`config.mk`:
```
export PLATFORM = sky130hd
export DESIGN_NAME = ptw_walker
export DESIGN_NICKNAME = d
export VERILOG_FILES = /design/src/rtl/ptw_pkg.sv /design/src/rtl/ptw_pte_update.sv /design/src/rtl/ptw_addr_gen.sv /design/src/rtl/ptw_walker.sv
export SDC_FILE = /design/constraint.sdc
export NUM_CORES = 1
export LEC_CHECK = 0
export BUFFER_PORTS_ARGS = -buffer_cell sky130_fd_sc_hd__buf_2
export CAP_MARGIN = 20
export CORE_AREA = 2 2 110 112
export CTS_CLUSTER_SIZE = 20
export DETAILED_ROUTE_END_ITERATION = 6
export DIE_AREA = 0 0 112 114
export PLACE_DENSITY = 0.74
export SYNTH_ARGS = -nofsm -noshare
export SYNTH_HDL_FRONTEND = slang
export SYNTH_SLANG_ARGS = --single-unit
```
`constraint.sdc`:
```
create_clock -name clk -period 2.3 [get_ports clk]
set_clock_uncertainty 0.1 [all_clocks]
set_input_delay 0.115 -clock clk [delete_from_list [all_inputs] [get_ports clk]]
set_output_delay 0.115 -clock clk [all_outputs]
set_load 0.005 [all_outputs]
```
`src/rtl/ptw_pkg.sv`:
```
package ptw_pkg;
    localparam int VA_W      = 32;
    localparam int PAGE_BITS = 12;
    localparam int VPN_W     = VA_W - PAGE_BITS;
    localparam int PTE_W     = 32;

    localparam int PTE_V       = 0;
    localparam int PTE_D       = 1;
    localparam int PTE_LOC     = 2;
    localparam int PTE_REM     = 3;
    localparam int PTE_PPN_LSB = 4;

    typedef enum logic [2:0] {
        ST_IDLE,
        ST_FETCH,
        ST_WAIT,
        ST_CHECK,
        ST_WB,
        ST_REFILL,
        ST_FAULT
    } walk_state_e;

    typedef struct packed {
        logic [VA_W-1:0] vaddr;
        logic            is_write;
        logic            same_cluster;
    } walk_req_t;

    function automatic logic [VPN_W-1:0] vpn_of(input logic [VA_W-1:0] va);
        return va[VA_W-1:PAGE_BITS];
    endfunction

    function automatic logic [PAGE_BITS-1:0] offset_of(input logic [VA_W-1:0] va);
        return va[PAGE_BITS-1:0];
    endfunction
endpackage

```
`src/rtl/ptw_pte_update.sv`:
```
module ptw_pte_update
    import ptw_pkg::*;
(
    input  logic [PTE_W-1:0] pte_in,
    input  logic             is_write,
    input  logic             same_cluster,
    output logic [PTE_W-1:0] pte_out,
    output logic             entry_valid,
    output logic             changed
);
    always_comb begin
        pte_out = pte_in;
        if (is_write) begin
            pte_out[PTE_D] = 1'b1;
        end
        if (same_cluster) begin
            pte_out[PTE_LOC] = 1'b1;
        end else begin
            pte_out[PTE_REM] = 1'b1;
        end
    end

    assign entry_valid = pte_in[PTE_V];
    assign changed     = (pte_out != pte_in);
endmodule

```
`src/rtl/ptw_addr_gen.sv`:
```
module ptw_addr_gen
    import ptw_pkg::*;
#(
    parameter int PA_W = 40,
    localparam int PPN_W = PA_W - PAGE_BITS
) (
    input  logic [PA_W-1:0]      pt_base,
    input  logic [VA_W-1:0]      vaddr,
    input  logic [PTE_W-1:0]     pte,
    output logic [PA_W-1:0]      pte_addr,
    output logic [PPN_W-1:0]     ppn,
    output logic [PA_W-1:0]      paddr
);
    localparam int IDX_W = VPN_W + 2;

    logic [IDX_W-1:0] byte_index;

    assign byte_index = {vpn_of(vaddr), 2'b00};
    assign pte_addr   = pt_base + {{(PA_W-IDX_W){1'b0}}, byte_index};
    assign ppn        = pte[PTE_PPN_LSB +: PPN_W];
    assign paddr      = {ppn, offset_of(vaddr)};
endmodule

```
`src/rtl/ptw_walker.sv`:
```
module ptw_walker
    import ptw_pkg::*;
#(
    parameter int PA_W = 40,
    parameter int CL_W = 4,
    localparam int PPN_W = PA_W - PAGE_BITS
) (
    input  logic              clk,
    input  logic              rst,
    input  logic [PA_W-1:0]   pt_base,
    input  logic              miss_valid,
    input  logic [31:0]       miss_vaddr,
    input  logic              miss_write,
    input  logic [CL_W-1:0]   miss_src_cluster,
    input  logic [CL_W-1:0]   miss_dst_cluster,
    output logic              busy,
    output logic              mem_req_valid,
    input  logic              mem_req_ready,
    output logic              mem_req_write,
    output logic [PA_W-1:0]   mem_req_addr,
    output logic [31:0]       mem_req_wdata,
    input  logic              mem_rsp_valid,
    input  logic [31:0]       mem_rsp_rdata,
    output logic              done_valid,
    output logic              done_fault,
    output logic [PA_W-1:0]   done_paddr,
    output logic              refill_we,
    output logic [19:0]       refill_vpn,
    output logic [PPN_W-1:0]  refill_ppn
);
    walk_state_e      state_q, state_d;
    walk_req_t        req_q;
    logic [PTE_W-1:0] pte_q;
    logic [PTE_W-1:0] pte_upd;
    logic             pte_ok;
    logic             pte_chg;
    logic [PA_W-1:0]  pte_addr;
    logic [PPN_W-1:0] ppn;
    logic [PA_W-1:0]  paddr;

    ptw_pte_update upd_i (
        .pte_in       (pte_q),
        .is_write     (req_q.is_write),
        .same_cluster (req_q.same_cluster),
        .pte_out      (pte_upd),
        .entry_valid  (pte_ok),
        .changed      (pte_chg)
    );

    ptw_addr_gen #(.PA_W(PA_W)) addr_i (
        .pt_base  (pt_base),
        .vaddr    (req_q.vaddr),
        .pte      (pte_q),
        .pte_addr (pte_addr),
        .ppn      (ppn),
        .paddr    (paddr)
    );

    always_comb begin
        state_d = state_q;
        unique case (state_q)
            ST_IDLE:   if (miss_valid)    state_d = ST_FETCH;
            ST_FETCH:  if (mem_req_ready) state_d = ST_WAIT;
            ST_WAIT:   if (mem_rsp_valid) state_d = ST_CHECK;
            ST_CHECK: begin
                if (!pte_ok)      state_d = ST_FAULT;
                else if (pte_chg) state_d = ST_WB;
                else              state_d = ST_REFILL;
            end
            ST_WB:     if (mem_req_ready) state_d = ST_REFILL;
            ST_REFILL: state_d = ST_IDLE;
            ST_FAULT:  state_d = ST_IDLE;
            default:   state_d = ST_IDLE;
        endcase
    end

    always_ff @(posedge clk) begin
        if (rst) begin
            state_q <= ST_IDLE;
            req_q   <= '0;
            pte_q   <= '0;
        end else begin
            state_q <= state_d;
            if (state_q == ST_IDLE && miss_valid) begin
                req_q.vaddr        <= miss_vaddr;
                req_q.is_write     <= miss_write;
                req_q.same_cluster <= (miss_src_cluster == miss_dst_cluster);
            end
            if (state_q == ST_WAIT && mem_rsp_valid) begin
                pte_q <= mem_rsp_rdata;
            end else if (state_q == ST_CHECK && pte_ok) begin
                pte_q <= pte_upd;
            end
        end
    end

    assign busy          = (state_q != ST_IDLE);
    assign mem_req_valid = (state_q == ST_FETCH) || (state_q == ST_WB);
    assign mem_req_write = (state_q == ST_WB);
    assign mem_req_addr  = pte_addr;
    assign mem_req_wdata = pte_q;
    assign done_valid    = (state_q == ST_REFILL) || (state_q == ST_FAULT);
    assign done_fault    = (state_q == ST_FAULT);
    assign done_paddr    = paddr;
    assign refill_we     = (state_q == ST_REFILL);
    assign refill_vpn    = vpn_of(req_q.vaddr);
    assign refill_ppn    = ppn;
endmodule

```
==> qor.yml, run 1 <==
drc: 0
clk_pin_slew_ps: 70
fmax_ghz: 0.352
drt_iter0_drc: 314
clock-sinks: 69
cts-root-buf: "clkbuf_16"
async_flop_share_pct: 0
rsz0062_at_grt: "yes"
initial_utilization_pct: 39.1
clockPowerShare_pct: 33.3
slew_headroom_pct: 50.2
floorplan.die_area_mm2: 0.0128
synthCells: 618
ys_top_cells_by_area: "dfxtp_1, nand2_1, a21oi_1"
ys_ff_latch: 69
outcome: "complete, but fails checks"
syn_area_mm2: 0.00458
clock_path_buffers: 2
antenna_cells: 0
synth_edf_count: 0
wirelength_um: 17000
grt_pass1_wl_um: 25300
path_class: "flop to primary output"
finalNonFillerCells: 1104
synth_fa_ha_area_share_pct: 5.91
swShare_pct: 32.2
hold_viol_final: 0
violations: "setup timing"
finalCriticalPeriod_ps: 2840
syn_to_final_growth_pct: 65.2
drive_gt1_share_pct: 46.1
peakVddDrop_v: 0.000465
antenna_found_initial: 0
placementRows: 40
ys.flop_type: "dfxtp_1"
worst_slew_pin_slew_ps: 740
dp_hpwl_um: 11100
drtAntennaViolNets: 0
slew_violations: 0
io_buffers: 279
core-area_mm2: 0.0117
dp_cells: 1013
synthMuxAreaShare_pct: 0.438
synth_area_per_cell_um2: 7.40
stdcell_area_mm2: 0.00756
grt-ovfl-total: 0
ios: 284
slowest_stage: "fa_2"
finalCritPeriodShare_pct: 123
synth_cell_types: 59
crit_required_ps: 2090
wl_per_cell_um: 15.4
power_density_mw_per_mm2: 607
cts_buffers: 9
fillCellCount: 951
gp_congestion: 0.889
crit_arrival_ps: 2620
die_y_um: 114
yosysTopAreaCell: "dfxtp_1"
critical_path_buf_inv_count: 2
setup_viol: 31
synth_top_family_by_area: "simple AND/OR/NAND/NOR gates"
clock_latency_ps: 330
yosysWarnings: 0
p_int_mw: 3.11
max_cap_violations: 0
grt_usage_pct: 24.4
hp-start: "miss_src_cluster[2]"
setup.worst_path.start: "refill_vpn[0]"
avgViaCountPerCell: 5.08
syn-num-nets: 757
drt-pass1-iter-count: 5
cts_tree: "done"
seq_area_frac_synth_pct: 30.2
critPathCaptureType: "primary output"
synth-simple-area-share_pct: 22.8
start_kind: "flop"
synth_most_common_cell: "nand2_1"
combPwrFrac_pct: 36.7
dpl_cell_area_mm2: 0.00602
synth-compound-area-share_pct: 17.8
cpPeakStageDelay_ps: 360
p_switching_mw: 1.48
pre_cts_ws_ps: -204
critPathTopFamily: "compound AO/OA/AOI/OAI gates"
path_max_fanout: 3
seqPwrFrac_pct: 30.0
die_w_um: 112
yosys.area.top_type_share_pct: 30.2
htreeDepth: 3
power_mw: 4.59
grt_pass1_vias: 5302
p_leak_nw: 3.63
tns_ps: -9540
nets: 1091
vias: 5608
r2r_start: "state_q[0]"
crit_chain: "ha_4 > inv_2 > fa_2 > nor2b_2 > o2111ai_2 > and3_4 > o211a_4 > o22a_4 > nor2_4 > xor2_1 > buf_2"
setup_slack_ps: -538
synthTopCellsByCount: "nand2_1, a21oi_1, dfxtp_1"
grt_max_degree: 49
hp-class: "input port to flop"
synthXorXnorAreaFrac_pct: 7.66
==> per-stage QoR <==
| step | hold slack (ps) | util (%) |
|---|---|---|
| floorplan | 143 | - |
| global placement | 130 | 51.4 |
| detailed placement | 130 | 51.4 |
| CTS | 70.4 | 62.2 |
| global route | 130 | 64.6 |
| finish | 120 | 64.6 |
==> per-layer routing <==
metal	global-route usage, %	part of all wire, %	up-vias
met5	0	0	-
met4	10.2	3.2	0
met3	5.79	8.0	49
met2	45.1	51	308
met1	26.9	38	2548
li1	-	-	2703
==> power groups by stage <==
stage               logic (mW)  clock network, mW  registers [mW]
finish                    1.69               1.53            1.38
global route              1.83               1.61            1.39
CTS                       1.54               1.56            1.37
detailed placement        1.36                  0            1.39
global placement          1.35                  0            1.38
floorplan                0.762                  0            1.38
==> path summary, 6_finish.rpt <==
check | to | slack (ps) | cells after the start
setup reg to reg | mem_req_wdata[26] | 400 | 6
hold reg to reg | req_q[9] | 350 | 2
setup / recovery | mem_req_addr[34] | -540 | 11
hold / removal | req_q[0] | 120 | 4
==> flip-flops by register name (all words and copies together) (netlist names) <==
| signal | cells |
|---|---|
| refill_vpn | 20 |
| mem_req_wdata | 32 |
| req_q | 14 |
| state_q | 3 |
==> cell usage in the layout (no fill, tap or decap), types with 9 or more instances in the layout <==
cell / n
a21oi_1: 80
a21oi_2: 10
buf_2: 279
buf_4: 62
buf_6: 10
clkbuf_16: 9
dfxtp_1: 64
dlygate4sd3_1: 65
ha_4: 13
inv_1: 9
nand2_1: 149
nand3_1: 13
nand4_1: 11
nor2_1: 27
nor3_1: 11
xnor2_1: 21
xor2_1: 12
==> area by class of cell <==
| cell class | count | area, um^2 | area share (%) |
|---|---|---|---|
| clock buffer | 9 | 225 | 2.98 |
| clock inverter | 7 | 105 | 1.39 |
| inverter | 11 | 41.3 | 0.546 |
| multi-input combinational | 443 | 2950 | 39.1 |
| sequential | 69 | 1390 | 18.4 |
| tap | 147 | 184 | 2.43 |
| timing repair buffer | 418 | 2670 | 35.2 |
==> kinds of logic after synthesis <==
| group | Yosys count |
|---|---|
| AND/OR/NAND/NOR | 241 |
| adder cells (fa/ha/maj) | 21 |
| XOR/XNOR | 40 |
| multiplexers | 2 |
| flip-flops | 69 |
| AO/OA/AOI/OAI | 139 |
| buffers and inverters | 106 |
==> tightest hold or removal path, stage by stage <==
cell     delay, ps
buf_2           80
xnor2_1        130
a32oi_1        110
nor2_1          80
==> timing repair <==
item	4_1_cts	5_1_grt
buffers inserted	7	5
hold buffers	65	0
gates resized for setup	41	45
endpoints found under the hold margin	65	0
setup endpoints to repair	31	32
pin swaps	35	37
Power figures use the tool's default switching activity.
==> inputs of run 2 (changes only) <==
Settings changed: RECOVER_POWER set to 100.
==> run 2 against run 1 <==
  * The flow still finishes with violations (setup timing)
  * Register-to-register slack better by 20 ps
  * Via count is 0.14% lower
  * Combinational power hardly changed
  * Sequential power hardly changed
  * Global-route usage stayed put
  * Count of clock-buffer cells in the layout stayed put
  * Non-clock buffer count stayed put
  * Utilization is 0.61 points lower
  * Sequential share of layout area is 0.16 points higher
  * Sequential cell count stayed put
  * Critical path type unchanged
  * Critical endpoint unchanged
  * Largest cell class unchanged
  * Largest power group unchanged
==> qor.yml, run 2 (synthesized netlist as in run 1, its figures left out) <==
drtAntennaViolNets: 0  # unchanged
power_density_mw_per_mm2: 612  # +0.69%
path_max_fanout: 3  # unchanged
cts_tree: "done"
cpPeakStageDelay_ps: 360  # about the same
path_class: "flop to primary output"
drc: 0  # unchanged
slew_violations: 0  # unchanged
clock_path_buffers: 2  # unchanged
fmax_ghz: 0.352  # -0.13%
drt_iter0_drc: 310  # -1.3%
p_leak_nw: 3.40  # -6.4%
outcome: "complete, but fails checks"
worst_slew_pin_slew_ps: 740  # +0.00656 ps
critPathTopFamily: "compound AO/OA/AOI/OAI gates"
dpl_cell_area_mm2: 0.00602  # unchanged
clk_pin_slew_ps: 70  # about the same
wirelength_um: 17000  # about the same
gp_congestion: 0.889  # unchanged
crit_cells: 11  # unchanged
htreeDepth: 3  # unchanged
crit_arrival_ps: 2630  # about the same
tns_ps: -9560  # -22.0 ps
clock_latency_ps: 330  # about the same
core-area_mm2: 0.0117  # unchanged
die_y_um: 114  # unchanged
crit_end: "mem_req_addr[34]"
floorplan.die_area_mm2: 0.0128  # unchanged
slowest_stage: "fa_2"
crit_required_ps: 2090  # about the same
syn_to_final_growth_pct: 63.7
critPathCaptureType: "primary output"
ios: 284  # unchanged
grt_pass1_wl_um: 25300  # unchanged
critical_path_buf_inv_count: 2  # unchanged
hp-class: "input port to flop"
stdcell_area_mm2: 0.00749  # -0.94%
antenna_found_initial: 0  # unchanged
cts_buffers: 9  # unchanged
slew_headroom_pct: 50.2  # about the same
fillCellCount: 984  # +3.5%
utilization_pct: 64.0  # -0.61 points
max_cap_violations: 0  # unchanged
grt_max_degree: 49  # unchanged
avgViaCountPerCell: 5.07  # -0.14%
vias: 5600  # -0.14%
hold_viol_final: 0  # unchanged
setup_slack_ps: -542  # -3.60 ps
crit_chain: "ha_4 > inv_2 > fa_2 > nor2b_2 > o2111ai_2 > and3_4 > o211a_4 > o22a_4 > nor2_4 > xor2_1 > buf_2"
placementRows: 40  # unchanged
rsz0062_at_grt: "yes"
setup_viol: 31  # unchanged
peakVddDrop_v: 0.000445  # -4.3%
grtUsageMet1_pct: 26.9  # unchanged
wl_per_cell_um: 15.4  # about the same
pre_cts_ws_ps: -204  # unchanged
io_buffers: 279  # unchanged
cts-root-buf: "clkbuf_16"
start_kind: "flop"
power_mw: 4.58  # -0.26%
dp_hpwl_um: 11100  # unchanged
busiest_layer: "met2"
setup.worst_path.start: "refill_vpn[0]"
finalCriticalPeriod_ps: 2840  # +3.60 ps
grt-ovfl-total: 0  # unchanged
finalCritPeriodShare_pct: 124  # +0.16 points
worstReg2RegEnd: "mem_req_wdata[26]"
grt_pass1_vias: 5302  # unchanged
initial_utilization_pct: 39.1  # unchanged
antenna_cells: 0  # unchanged
grt_usage_pct: 24.4  # unchanged
r2r_slack_ps: 420  # +20 ps
mostFrequentLayoutCell: "buf_2"
grtUsageMet3_pct: 5.79  # unchanged
clock-sinks: 69  # unchanged
drive_gt1_share_pct: 40.3  # -5.7 points
grt.met2_usage_pct: 45.1  # unchanged
final_cell_mix: "buf_2, nand2_1, a21oi_1"
r2r_start: "state_q[0]"
violations: "setup timing"
largest_reg_flops: 32  # unchanged
nets: 1091  # unchanged
reg2reg_depth: 6  # unchanged
drt-pass1-iter-count: 5  # unchanged
die_w_um: 112  # unchanged
-- run 2: cell types whose count changed in the layout (fill, tap and decap cells not counted), sizes merged --
cell | before | now
clkbuf | 9 | 66
buf | 353 | 296
-- run 2: how the worst min path moves through the flow --
stage	startpoint	end	slack [ps]	depth (start not counted)
after floorplan	miss_vaddr[12]	refill_vpn[0]	140	2
after global placement	pt_base[0]	mem_req_addr[0]	130	0
after detailed placement	pt_base[0]	mem_req_addr[0]	130	0
after CTS	miss_src_cluster[2]	req_q[0]	70	4
after global routing	pt_base[1]	mem_req_addr[1]	130	0
final	miss_src_cluster[2]	req_q[0]	120	4
-- run 2: worst register-to-register path, cell delays in order, from the launching register on --
cell	delay, ps
dfxtp_1	330
buf_4	180
nor2_1	160
and3_1	410
buf_4	340
nand2_1	100
a21oi_1	180
-- run 2: area by class of cell --
class / instances / area (um^2) / share of cell area [%]
Clock buffer: 9 / 225 / 3.01
Clock inverter: 7 / 105 / 1.40
Inverter: 11 / 41.3 / 0.551
Multi-Input combinational cell: 443 / 2950 / 39.4
Sequential cell: 69 / 1390 / 18.5
Tap cell: 147 / 184 / 2.46
Timing Repair Buffer: 418 / 2590 / 34.6
-- run 2: repair_timing --
| item | 4_1_cts | 5_1_grt |
|---|---|---|
| resized for setup | 41 | 45 |
| setup buffers | 7 | 5 |
| hold buffers | 65 | 0 |
| setup endpoints to repair | 31 | 32 |
| pin swaps | 35 | 37 |
| endpoints found under the hold margin | 65 | 0 |
-- run 2: per-stage QoR --
step | hold WS [ps] | std cells
after detailed placement | 130 | 1013
final | 124 | 1104
after floorplan | 143 | 618
after global placement | 130 | 1013
after CTS | 70.4 | 1101
after global routing | 130 | 1104
-- run 2: power by group --
part           internal (mW)  switching (mW)
registers               1.29          0.0864
logic                  0.844           0.827
clock network          0.964           0.567
total                   3.10            1.48
-- run 2: layer usage --
| layer | vias to the layer above | share of wire [%] |
|---|---|---|
| met5 | - | 0 |
| met4 | 0 | 3.1 |
| met3 | 49 | 7.8 |
| met2 | 308 | 51 |
| met1 | 2544 | 38 |
| li1 | 2699 | - |
==> inputs of run 3 (changes only) <==
Settings changed: REMOVE_ABC_BUFFERS set to 1, SKIP_CTS_REPAIR_TIMING set to 1.
==> run 3 against run 2 <==
  * The run ends with hold timing, setup timing left
  * First-iteration DRC count increased by 1.3%
  * Via count decreased by 0.34%
  * Clock power decreased by 11%
  * Global-route usage decreased by 3.7 points
  * Sequential power about the same
  * Final area decreased by 2.4%
  * Sequential share of layout area increased by 0.45 points
  * Sequential cell count unchanged
  * Critical path type unchanged
==> qor.yml, run 3 (synthesized netlist as in run 1, its figures left out) <==
antenna_cells: 0  # unchanged
cts-root-buf: "clkbuf_16"
max_cap_violations: 0  # unchanged
worstReg2RegEnd: "refill_vpn[2]"
wl_per_cell_um: 15.3  # -0.79%
wirelength_um: 16800  # -0.97%
grt_max_degree: 45  # -8.2%
tns_ps: -8820  # +740 ps
grt-ovfl-total: 0  # unchanged
syn_to_final_growth_pct: 59.8
clock_path_buffers: 2  # unchanged
crit_chain: "ha_4 > inv_2 > fa_2 > nor2b_4 > o2111ai_2 > and3_4 > o211a_4 > o22a_4 > nor2_4 > xor2_1 > buf_2"
clock_latency_ps: 320  # about the same
crit_required_ps: 2090  # about the same
nets: 1089  # -0.18%
antenna_found_initial: 0  # unchanged
vias: 5581  # -0.34%
crit_cells: 11  # unchanged
io_buffers: 279  # unchanged
setup.worst_path.start: "refill_vpn[0]"
initial_utilization_pct: 39.1  # unchanged
cpPeakStageDelay_ps: 390  # +30 ps
dp_hpwl_um: 11400  # +2.2%
fmax_ghz: 0.359  # +2.1%
worst_slew_pin_slew_ps: 769  # +28.6 ps
hold_viol_final: 1  # +1
drc: 0  # unchanged
setup_slack_ps: -484  # +57.7 ps
floorplan.die_area_mm2: 0.0128  # unchanged
whs_ps: -25.8  # -149 ps
drt-pass1-iter-count: 4  # -1
critical_path_buf_inv_count: 2  # unchanged
rsz0062_at_grt: "yes"
die_y_um: 114  # unchanged
utilization_pct: 62.4  # -1.5 points
placementRows: 40  # unchanged
hp-class: "input port to flop"
path_max_fanout: 4  # +1
largest_reg_flops: 32  # unchanged
setup_viol: 32  # +3.2%
drtAntennaViolNets: 0  # unchanged
crit_arrival_ps: 2570  # -60 ps
htreeDepth: 3  # unchanged
cts_buffers: 9  # unchanged
crit_end: "mem_req_addr[34]"
r2r_slack_ps: 530  # +110 ps
start_kind: "flop"
mostFrequentLayoutCell: "buf_2"
finalCritPeriodShare_pct: 121  # -2.5 points
critPathTopFamily: "compound AO/OA/AOI/OAI gates"
die_w_um: 112  # unchanged
cts_tree: "done"
slew_violations: 0  # unchanged
clock-sinks: 69  # unchanged
grt_pass1_wl_um: 21600  # -14%
path_class: "flop to primary output"
gp_congestion: 0.868  # -2.4%
outcome: "complete, but fails checks"
reg2reg_depth: 5  # -1
avgViaCountPerCell: 5.06  # -0.16%
grt_pass1_vias: 4603  # -13%
slew_headroom_pct: 48.3  # -1.9 points
finalCriticalPeriod_ps: 2780  # -57.7 ps
violations: "hold timing, setup timing"
r2r_start: "state_q[0]"
drt_iter0_drc: 314  # +1.3%
p_leak_nw: 3.45  # +1.6%
slowest_stage: "fa_2"
fillCellCount: 1029  # +4.6%
final_cell_mix: "buf_2, nand2_1, a21oi_1"
grt_usage_pct: 20.7  # -3.7 points
power_density_mw_per_mm2: 590  # -3.5%
clk_pin_slew_ps: 50  # -20 ps
drive_gt1_share_pct: 41.7  # +1.3 points
ios: 284  # unchanged
peakVddDrop_v: 0.000523  # +18%
critPathCaptureType: "primary output"
core-area_mm2: 0.0117  # unchanged
==> run 3: changes by cell type in the layout (fill, tap and decap cells not counted), sizes merged <==
cell         before  now
clkbuf           66   41
buf             296  323
dlygate4sd3      65   64
bufinv            2    1
inv              13   11
==> run 3: per-stage QoR <==
step	setup WS, ps	power, mW	hold WS (ps)	cells	cell area (um^2)
floorplan	-80.4	2.01	84.1	523	3920
global placement	-312	2.73	130	1020	6060
detailed placement	-351	2.75	130	1020	6060
CTS	-713	4.12	-84.6	1036	6350
global route	-609	4.55	27.0	1102	7310
finish	-484	4.32	-25.8	1102	7310
==> run 3: worst register-to-register path, delay by kind of cell, from the launching register on <==
| family | cells | cell delay [ps] |
|---|---|---|
| and+or+nand+nor | 3 | 640 |
| DFF | 1 | 470 |
| buffers and inverters | 1 | 330 |
| AOI/OAI and AO/OA | 1 | 160 |
==> run 3: how the worst min path moves through the flow <==
stage	from	to	slack (ps)	cells after the start
floorplan	rst	mem_req_wdata[0]	80	1
global placement	pt_base[0]	mem_req_addr[0]	130	0
detailed placement	pt_base[0]	mem_req_addr[0]	130	0
CTS	mem_rsp_rdata[12]	mem_req_wdata[12]	-80	3
global route	mem_rsp_rdata[1]	mem_req_wdata[1]	30	3
finish	mem_rsp_rdata[1]	mem_req_wdata[1]	-30	3
==> run 3: final cells by class <==
cell class	instances	area (um^2)	area share (%)
multi-input combinational	443	2810	38.5
timing repair buffer	416	2590	35.5
sequential	69	1390	19.0
clock buffer	12	246	3.37
tap	147	184	2.52
clock inverter	4	47.5	0.650
inverter	11	41.3	0.565
==> run 3: per-layer routing <==
| layer | vias up | GRT usage, % | wire length (um) |
|---|---|---|---|
| met1 | 2550 | 23.1 | 6100 |
| met4 | 0 | 7.64 | 570 |
| met2 | 290 | 39.0 | 8970 |
| met5 | - | 0 | 0 |
| met3 | 50 | 4.04 | 1190 |
| li1 | 2691 | - | - |
==> run 3: where the power goes <==
part | switching [mW] | leakage [nW] | total (mW) | internal [mW]
logic | 0.759 | 2.75 | 1.56 | 0.801
registers | 0.0989 | 0.564 | 1.39 | 1.29
clock network | 0.499 | 0.143 | 1.36 | 0.866
